File: src/rtl/spi_fe_pkg.sv
package spi_fe_pkg;
  localparam logic [7:0] OPC_WEN   = 8'h06;
  localparam logic [7:0] OPC_WDIS  = 8'h04;
  localparam logic [7:0] OPC_RSTAT = 8'h05;
  localparam logic [7:0] OPC_WSTAT = 8'h01;
  localparam logic [7:0] OPC_RMEM  = 8'h03;
  localparam logic [7:0] OPC_WMEM  = 8'h02;

  typedef enum logic [2:0] {
    CMD_NONE  = 3'd0,
    CMD_WEN   = 3'd1,
    CMD_WDIS  = 3'd2,
    CMD_RSTAT = 3'd3,
    CMD_WSTAT = 3'd4,
    CMD_RMEM  = 3'd5,
    CMD_WMEM  = 3'd6
  } cmd_e;

  typedef enum logic [1:0] {
    KIND_OP   = 2'd0,
    KIND_ADDR = 2'd1,
    KIND_DATA = 2'd2
  } kind_e;

  typedef enum logic [2:0] {
    PH_OP,
    PH_ADDR,
    PH_WDATA,
    PH_RDATA,
    PH_IGNORE
  } phase_e;

  function automatic cmd_e decode_op(input logic [7:0] b);
    case (b)
      OPC_WEN:   return CMD_WEN;
      OPC_WDIS:  return CMD_WDIS;
      OPC_RSTAT: return CMD_RSTAT;
      OPC_WSTAT: return CMD_WSTAT;
      OPC_RMEM:  return CMD_RMEM;
      OPC_WMEM:  return CMD_WMEM;
      default:   return CMD_NONE;
    endcase
  endfunction
endpackage

File: src/rtl/spi_fe_sync.sv
module spi_fe_sync #(
  parameter int unsigned WIDTH  = 4,
  parameter int unsigned STAGES = 2,
  parameter logic [WIDTH-1:0] RST_VAL = '0
) (
  input  logic             clk_i,
  input  logic             rst_ni,
  input  logic [WIDTH-1:0] d_i,
  output logic [WIDTH-1:0] q_o
);
  for (genvar g = 0; g < STAGES; g++) begin : g_stg
    logic [WIDTH-1:0] q;
    if (g == 0) begin : g_first
      always_ff @(posedge clk_i or negedge rst_ni) begin
        if (!rst_ni) q <= RST_VAL;
        else         q <= d_i;
      end
    end else begin : g_next
      always_ff @(posedge clk_i or negedge rst_ni) begin
        if (!rst_ni) q <= RST_VAL;
        else         q <= g_stg[g-1].q;
      end
    end
  end

  assign q_o = g_stg[STAGES-1].q;
endmodule

File: src/rtl/spi_fe_hold.sv
module spi_fe_hold (
  input  logic clk_i,
  input  logic rst_ni,
  input  logic cs_n_s_i,
  input  logic sck_s_i,
  input  logic hold_n_s_i,
  output logic sck_rise_o,
  output logic sck_fall_o,
  output logic paused_o
);
  logic sck_d_q, hold_d_q, paused_q;
  logic hold_fell, hold_rose;

  assign hold_fell = hold_d_q & ~hold_n_s_i;
  assign hold_rose = ~hold_d_q & hold_n_s_i;

  always_ff @(posedge clk_i or negedge rst_ni) begin
    if (!rst_ni) begin
      sck_d_q  <= 1'b0;
      hold_d_q <= 1'b1;
      paused_q <= 1'b0;
    end else begin
      sck_d_q  <= sck_s_i;
      hold_d_q <= hold_n_s_i;
      if (cs_n_s_i)                   paused_q <= 1'b0;
      else if (hold_fell && !sck_s_i) paused_q <= 1'b1;
      else if (hold_rose && !sck_s_i) paused_q <= 1'b0;
    end
  end

  // clock edges count only inside a frame and outside a pause
  assign sck_rise_o = sck_s_i & ~sck_d_q & ~cs_n_s_i & ~paused_q;
  assign sck_fall_o = ~sck_s_i & sck_d_q & ~cs_n_s_i & ~paused_q;
  assign paused_o   = paused_q;
endmodule

File: src/rtl/spi_fe_frame.sv
module spi_fe_frame
  import spi_fe_pkg::*;
#(
  parameter int unsigned DATA_W     = 8,
  parameter int unsigned ADDR_BYTES = 2
) (
  input  logic              clk_i,
  input  logic              rst_ni,
  input  logic              cs_n_s_i,
  input  logic              si_s_i,
  input  logic              rise_i,
  output logic              rx_valid_o,
  output logic [DATA_W-1:0] rx_byte_o,
  output logic [1:0]        rx_kind_o,
  output logic [2:0]        cmd_o,
  output logic              tx_req_o,
  output logic              rd_phase_o,
  output logic              byte_start_o
);
  localparam int unsigned CNT_W  = $clog2(DATA_W);
  localparam int unsigned ACNT_W = $clog2(ADDR_BYTES + 1);

  phase_e              phase_q;
  cmd_e                cmd_q, dec;
  logic [CNT_W-1:0]    bit_q;
  logic [ACNT_W-1:0]   acnt_q;
  logic [DATA_W-1:0]   sh_q, byte_nxt, rx_byte_q;
  logic [1:0]          rx_kind_q;
  logic                rx_valid_q, tx_req_q, last_bit;

  assign byte_nxt = {sh_q[DATA_W-2:0], si_s_i};
  assign last_bit = (bit_q == CNT_W'(DATA_W - 1));

  always_comb dec = decode_op(byte_nxt[7:0]);

  always_ff @(posedge clk_i or negedge rst_ni) begin
    if (!rst_ni) begin
      phase_q    <= PH_OP;
      cmd_q      <= CMD_NONE;
      bit_q      <= '0;
      acnt_q     <= '0;
      sh_q       <= '0;
      rx_byte_q  <= '0;
      rx_kind_q  <= KIND_OP;
      rx_valid_q <= 1'b0;
      tx_req_q   <= 1'b0;
    end else begin
      rx_valid_q <= 1'b0;
      tx_req_q   <= 1'b0;
      if (cs_n_s_i) begin
        phase_q <= PH_OP;
        cmd_q   <= CMD_NONE;
        bit_q   <= '0;
        acnt_q  <= '0;
      end else if (rise_i && phase_q != PH_IGNORE) begin
        bit_q <= last_bit ? '0 : bit_q + 1'b1;
        sh_q  <= byte_nxt;
        if (last_bit) begin
          case (phase_q)
            PH_OP: begin
              if (dec != CMD_NONE) begin
                cmd_q      <= dec;
                rx_valid_q <= 1'b1;
                rx_byte_q  <= byte_nxt;
                rx_kind_q  <= KIND_OP;
                case (dec)
                  CMD_RMEM, CMD_WMEM: begin
                    phase_q <= PH_ADDR;
                    acnt_q  <= ACNT_W'(ADDR_BYTES - 1);
                  end
                  CMD_WSTAT: phase_q <= PH_WDATA;
                  CMD_RSTAT: begin
                    phase_q  <= PH_RDATA;
                    tx_req_q <= 1'b1;
                  end
                  default:   phase_q <= PH_IGNORE;
                endcase
              end else begin
                phase_q <= PH_IGNORE;
              end
            end
            PH_ADDR: begin
              rx_valid_q <= 1'b1;
              rx_byte_q  <= byte_nxt;
              rx_kind_q  <= KIND_ADDR;
              if (acnt_q == '0) begin
                if (cmd_q == CMD_RMEM) begin
                  phase_q  <= PH_RDATA;
                  tx_req_q <= 1'b1;
                end else begin
                  phase_q <= PH_WDATA;
                end
              end else begin
                acnt_q <= acnt_q - 1'b1;
              end
            end
            PH_WDATA: begin
              rx_valid_q <= 1'b1;
              rx_byte_q  <= byte_nxt;
              rx_kind_q  <= KIND_DATA;
              if (cmd_q == CMD_WSTAT) phase_q <= PH_IGNORE;
            end
            PH_RDATA: tx_req_q <= 1'b1;
            default:  phase_q  <= PH_IGNORE;
          endcase
        end
      end
    end
  end

  assign rx_valid_o   = rx_valid_q;
  assign rx_byte_o    = rx_byte_q;
  assign rx_kind_o    = rx_kind_q;
  assign cmd_o        = cmd_q;
  assign tx_req_o     = tx_req_q;
  assign rd_phase_o   = (phase_q == PH_RDATA);
  assign byte_start_o = (bit_q == '0);
endmodule

File: src/rtl/spi_fe_tx.sv
module spi_fe_tx #(
  parameter int unsigned DATA_W = 8
) (
  input  logic              clk_i,
  input  logic              rst_ni,
  input  logic              cs_n_s_i,
  input  logic              fall_i,
  input  logic              paused_i,
  input  logic              rd_phase_i,
  input  logic              byte_start_i,
  input  logic              tx_req_i,
  input  logic [DATA_W-1:0] tx_byte_i,
  output logic              so_o,
  output logic              so_oe_o
);
  logic              cap_q, active_q, so_q, oe_q;
  logic [DATA_W-1:0] buf_q, sh_q;

  always_ff @(posedge clk_i or negedge rst_ni) begin
    if (!rst_ni) begin
      cap_q    <= 1'b0;
      active_q <= 1'b0;
      so_q     <= 1'b0;
      oe_q     <= 1'b0;
      buf_q    <= '0;
      sh_q     <= '0;
    end else begin
      cap_q <= tx_req_i;
      if (cap_q) buf_q <= tx_byte_i;
      if (cs_n_s_i) begin
        active_q <= 1'b0;
        so_q     <= 1'b0;
      end else if (fall_i && rd_phase_i) begin
        active_q <= 1'b1;
        if (byte_start_i) begin
          so_q <= buf_q[DATA_W-1];
          sh_q <= {buf_q[DATA_W-2:0], 1'b0};
        end else begin
          so_q <= sh_q[DATA_W-1];
          sh_q <= {sh_q[DATA_W-2:0], 1'b0};
        end
      end
      oe_q <= active_q & ~paused_i & ~cs_n_s_i;
    end
  end

  assign so_o    = so_q;
  assign so_oe_o = oe_q;
endmodule

File: src/rtl/spi_fe_top.sv
module spi_fe_top
  import spi_fe_pkg::*;
#(
  parameter int unsigned DATA_W      = 8,
  parameter int unsigned ADDR_BYTES  = 2,
  parameter int unsigned SYNC_STAGES = 2
) (
  input  logic              clk_i,
  input  logic              rst_ni,
  input  logic              cs_ni,
  input  logic              sck_i,
  input  logic              si_i,
  input  logic              hold_ni,
  output logic              so_o,
  output logic              so_oe_o,
  output logic              rx_valid_o,
  output logic [DATA_W-1:0] rx_byte_o,
  output logic [1:0]        rx_kind_o,
  output logic [2:0]        cmd_o,
  output logic              tx_req_o,
  input  logic [DATA_W-1:0] tx_byte_i
);
  localparam int unsigned PINS = 4;

  logic [PINS-1:0] pins_s;
  logic cs_n_s, sck_s, si_s, hold_n_s;
  logic sck_rise, sck_fall, paused, rd_phase, byte_start;

  // pin order: hold, si, sck, cs
  spi_fe_sync #(
    .WIDTH  (PINS),
    .STAGES (SYNC_STAGES),
    .RST_VAL(4'b1001)
  ) u_sync (
    .clk_i (clk_i),
    .rst_ni(rst_ni),
    .d_i   ({hold_ni, si_i, sck_i, cs_ni}),
    .q_o   (pins_s)
  );

  assign cs_n_s   = pins_s[0];
  assign sck_s    = pins_s[1];
  assign si_s     = pins_s[2];
  assign hold_n_s = pins_s[3];

  spi_fe_hold u_hold (
    .clk_i     (clk_i),
    .rst_ni    (rst_ni),
    .cs_n_s_i  (cs_n_s),
    .sck_s_i   (sck_s),
    .hold_n_s_i(hold_n_s),
    .sck_rise_o(sck_rise),
    .sck_fall_o(sck_fall),
    .paused_o  (paused)
  );

  spi_fe_frame #(
    .DATA_W    (DATA_W),
    .ADDR_BYTES(ADDR_BYTES)
  ) u_frame (
    .clk_i       (clk_i),
    .rst_ni      (rst_ni),
    .cs_n_s_i    (cs_n_s),
    .si_s_i      (si_s),
    .rise_i      (sck_rise),
    .rx_valid_o  (rx_valid_o),
    .rx_byte_o   (rx_byte_o),
    .rx_kind_o   (rx_kind_o),
    .cmd_o       (cmd_o),
    .tx_req_o    (tx_req_o),
    .rd_phase_o  (rd_phase),
    .byte_start_o(byte_start)
  );

  spi_fe_tx #(
    .DATA_W(DATA_W)
  ) u_tx (
    .clk_i       (clk_i),
    .rst_ni      (rst_ni),
    .cs_n_s_i    (cs_n_s),
    .fall_i      (sck_fall),
    .paused_i    (paused),
    .rd_phase_i  (rd_phase),
    .byte_start_i(byte_start),
    .tx_req_i    (tx_req_o),
    .tx_byte_i   (tx_byte_i),
    .so_o        (so_o),
    .so_oe_o     (so_oe_o)
  );
endmodule

File: config.mk
export PLATFORM = sky130hd
export DESIGN_NAME = spi_fe_top
export DESIGN_NICKNAME = d
export VERILOG_FILES = /design/src/rtl/spi_fe_pkg.sv /design/src/rtl/spi_fe_sync.sv /design/src/rtl/spi_fe_hold.sv /design/src/rtl/spi_fe_frame.sv /design/src/rtl/spi_fe_tx.sv /design/src/rtl/spi_fe_top.sv
export SDC_FILE = /design/constraint.sdc
export NUM_CORES = 1
export LEC_CHECK = 0
export BUFFER_PORTS_ARGS = -buffer_cell sky130_fd_sc_hd__buf_2
export CORE_MARGIN = 2
export CORE_UTILIZATION = 40
export CTS_BUF_LIST = sky130_fd_sc_hd__clkbuf_8 sky130_fd_sc_hd__clkbuf_16
export DETAILED_ROUTE_END_ITERATION = 10
export PLACE_DENSITY = 0.58
export SYNTH_ARGS = -nofsm -noshare
export SYNTH_HDL_FRONTEND = slang
export SYNTH_HIERARCHICAL = 1
export SYNTH_SLANG_ARGS = --single-unit
File: constraint.sdc
create_clock -name clk_i -period 3.15 [get_ports clk_i]
set_input_delay 0.1575 -clock clk_i [delete_from_list [all_inputs] [get_ports clk_i]]
set_output_delay 0.1575 -clock clk_i [all_outputs]
set_load 0.05 [all_outputs]
==> qor.csv <==
stage,metric,value,unit
floorplanning,die_x,87.0,um
setup_path,cp-end-kind,flop,
grt,grt_pass1_wl,8560,um
layout,fillerInstances,610,
logic_synthesis,synth_top_cell_area_share,0.500,
power_and_ir_drop,p_per_area,546,mW/mm2
layout,final_cell_area,0.00321,mm2
logic_synthesis,yosysSeqAreaShare,0.547,
detailed_routing,vias_per_cell,5.28,
timing,min_period,2.29,ns
placement,dp_cells,321,
layout,layout_common_cells,"55 x dfrtp_1, 30 x buf_2, 17 x mux2_2, 13 x nor2_1",
detailed_routing,drt-wirelength-per-cell,14.7,um
grt,grt_max_degree,38,
detailed_routing,drcViolationCount,0,
timing,setup_viol,0,
clock_network,htree_levels,3,
logic_synthesis,synthMuxAreaShare,0.178,
timing,hold_viol,0,
setup_path,worstPathMaxFanout,21,
logic_synthesis,synth_edf_count,0,
status,status,finished clean,
detailed_routing,vias,1805,
detailed_routing,postRouteWirelength,5030,um
layout,final_core_util,0.478,
logic_synthesis,synth_xor_area_frac,0.00318,
timing,fmax,437,MHz
power_and_ir_drop,leakagePower,1.59,nW
setup_path,worst_setup_path_start_kind,flop,
layout,final_nets,275,
power_and_ir_drop,irDropWorstVdd,0.363,mV
clock_network,clk_latency,0.34,ns
logic_synthesis,ys_ff_latch,60,
grt,first_global_vias,1770,
logic_synthesis,synth_top_family_by_area,multiplexers,
clock_network,cts_sinks,60,
placement,dp_hpwl,3360,um
placement,placed_cell_area,0.00297,mm2
logic_synthesis,postSynth.asyncResetShare,1.00,
layout,diodes,0,
logic_synthesis,avgSynthCellArea,12.6,um2
logic_synthesis,synth_ff_type,dfrtp_1,
grt,grt_remaining_overflow,0,
setup_path,cp.arrival,2.51,ns
clock_network,root_buffer,clkbuf_8,
logic_synthesis,synthTopCellsByArea,"dfrtp_1 50%, mux2_2 6.9%, mux2_4 6.5%, dfstp_2 4.8%, mux2_1 2.9%",
logic_synthesis,synth_top_area_cell,dfrtp_1,
clock_network,cts_setup_buffers,0,
logic_synthesis,syn_inst,218,
clock_network,tritoncts,built,
timing,rsz0062_at_grt,no,
timing,tns,0,ns
timing,slew_viol_final,0,
layout,final_common_cell,dfrtp_1,
logic_synthesis,synth.distinct_cells,48,
logic_synthesis,synth-compound-area-share,0.0867,
worst_hold_path,hold_path_class,in2reg,
detailed_routing,drtIter0Drc,46,
clock_network,clk_pin_slew,0.06,ns
logic_synthesis,synth_nets,236,
detailed_routing,antenna_left,0,
setup_path,worst_ep_required_time,3.37,ns
logic_synthesis,synth_simple_gate_area_share,0.134,
logic_synthesis,netlist_area,0.00276,mm2
floorplanning,core_area,0.00672,mm2
clock_network,cts_made_buffers,9,
grt,track_usage,0.149,
setup_path,worst-setup-path-type,reg2reg,
floorplanning,die-area,0.00757,mm2
floorplanning,placement_rows,30,
floorplanning,start_util,0.410,
layout,drive_gt1_frac,0.321,
logic_synthesis,ys_warn_count,6,
timing,tightest_slew,0.662,ns
grt,antenna_found_initial,0,
clock_network,clockBufferDepth,2,
layout,finalNonFillerCells,342,
placement,gp_congestion,0.820,
floorplanning,ios,31,
floorplanning,die_h,87.0,um
layout,syn_to_final_growth,16.6,%
logic_synthesis,synthAdderAreaFrac,0.0182,
timing,fin_skew,0.00708,ns
job,maxCapViolations,0,
timing,fin_crit_sh,0.726,
placement,port_buffers,30,
timing,slew_headroom,0.557,
detailed_routing,firstDrtPassIters,4,
## repair_timing
| action | 4_1_cts | 5_1_grt |
|---|---|---|
| endpoints found under the hold margin | 24 | 0 |
| resized for setup | 0 | 0 |
| hold buffers | 5 | 0 |
## Yosys cell counts, types with 4 or more instances
cell type / number
mux2_4: 12
mux2_1: 7
nand3_1: 7
ha_1: 4
mux2i_1: 4
clkbuf_1: 6
inv_1: 9
dfrtp_1: 55
nor2_1: 13
or3_1: 4
mux2_2: 17
nand2_1: 9
dfstp_2: 5
o21ai_0: 4
a21oi_1: 10
## critical path: stages, from the launching register on
cell,delay [ns]
dfstp_2,0.47
nor4b_1,0.37
buf_4,0.20
nand4bb_1,0.22
a21o_1,0.25
a21oi_4,0.27
mux2_2,0.37
## cell type report
type	instances	area, um2	share of cell area
Clock buffer	10	138	0.0429
Clock inverter	6	51.3	0.0160
Inverter	9	33.8	0.0105
Multi-Input combinational cell	139	1160	0.361
Sequential cell	60	1510	0.469
Tap cell	80	100	0.0312
Timing Repair Buffer	38	223	0.0693
## kinds of logic after synthesis
family / after synthesis
flip-flops: 60
XOR/XNOR: 1
adder cells (fa/ha/maj): 4
buffers and inverters: 19
multiplexers: 40
AO/OA/AOI/OAI: 33
AND/OR/NAND/NOR: 61
## per-layer routing
metal  GRT usage  vias up  share of wire
li1            -      862              -
met1       0.196      899           0.48
met2       0.223       38           0.46
met3      0.0531        6          0.045
met4      0.0639        0          0.013
met5           0        -              0
## flip-flops by register name, summed over array words and instances (netlist names)
register,cells
u_frame/tx_req_o,1
u_frame/acnt_q,2
u_frame/bit_q,3
u_frame/rx_valid_o,1
u_hold/hold_d_q,1
u_tx/so_o,1
u_tx/cap_q,1
u_tx/buf_q,8
u_frame/sh_q,7
u_frame/rx_byte_o,8
u_sync/q_o,4
u_tx/sh_q,7
u_hold/paused_o,1
u_hold/sck_d_q,1
u_tx/active_q,1
u_tx/so_oe_o,1
u_frame/rx_kind_o,2
u_sync/g_stg.q,4
u_frame/phase_q,3
u_frame/cmd_o,3
## worst paths after layout
| path | from | to | slack [ns] | depth (start not counted) |
|---|---|---|---|---|
| setup / recovery | u_sync/q_o[0] | u_frame/rx_byte_o[1] | 0.86 | 6 |
| hold / removal | tx_byte_i[4] | u_tx/buf_q[4] | 0.03 | 2 |
| setup reg to reg | u_sync/q_o[0] | u_frame/rx_byte_o[1] | 0.86 | 6 |
| hold reg to reg | u_sync/g_stg[0].q[1] | u_sync/q_o[1] | 0.35 | 0 |
| max in group asynchronous | rst_ni | u_sync/g_stg[0].q[0] | 1.94 | 3 |
| min in group asynchronous | rst_ni | u_sync/q_o[1] | 0.34 | 2 |
## power breakdown
group	switching (mW)	internal (mW)	total, mW
registers	0.0529	0.804	0.857
logic	0.120	0.119	0.239
clock network	0.284	0.375	0.660
## through the flow
step	worst slack (ns)	hold slack (ns)	power, mW
finish	0.864	0.0334	1.75
global route	0.655	0.0299	1.84
CTS	0.845	0.0208	1.78
detailed placement	0.861	0.168	1.11
global placement	0.948	0.174	1.11
floorplan	0.902	-0.138	1.04
(Power assumes the default switching activity.)
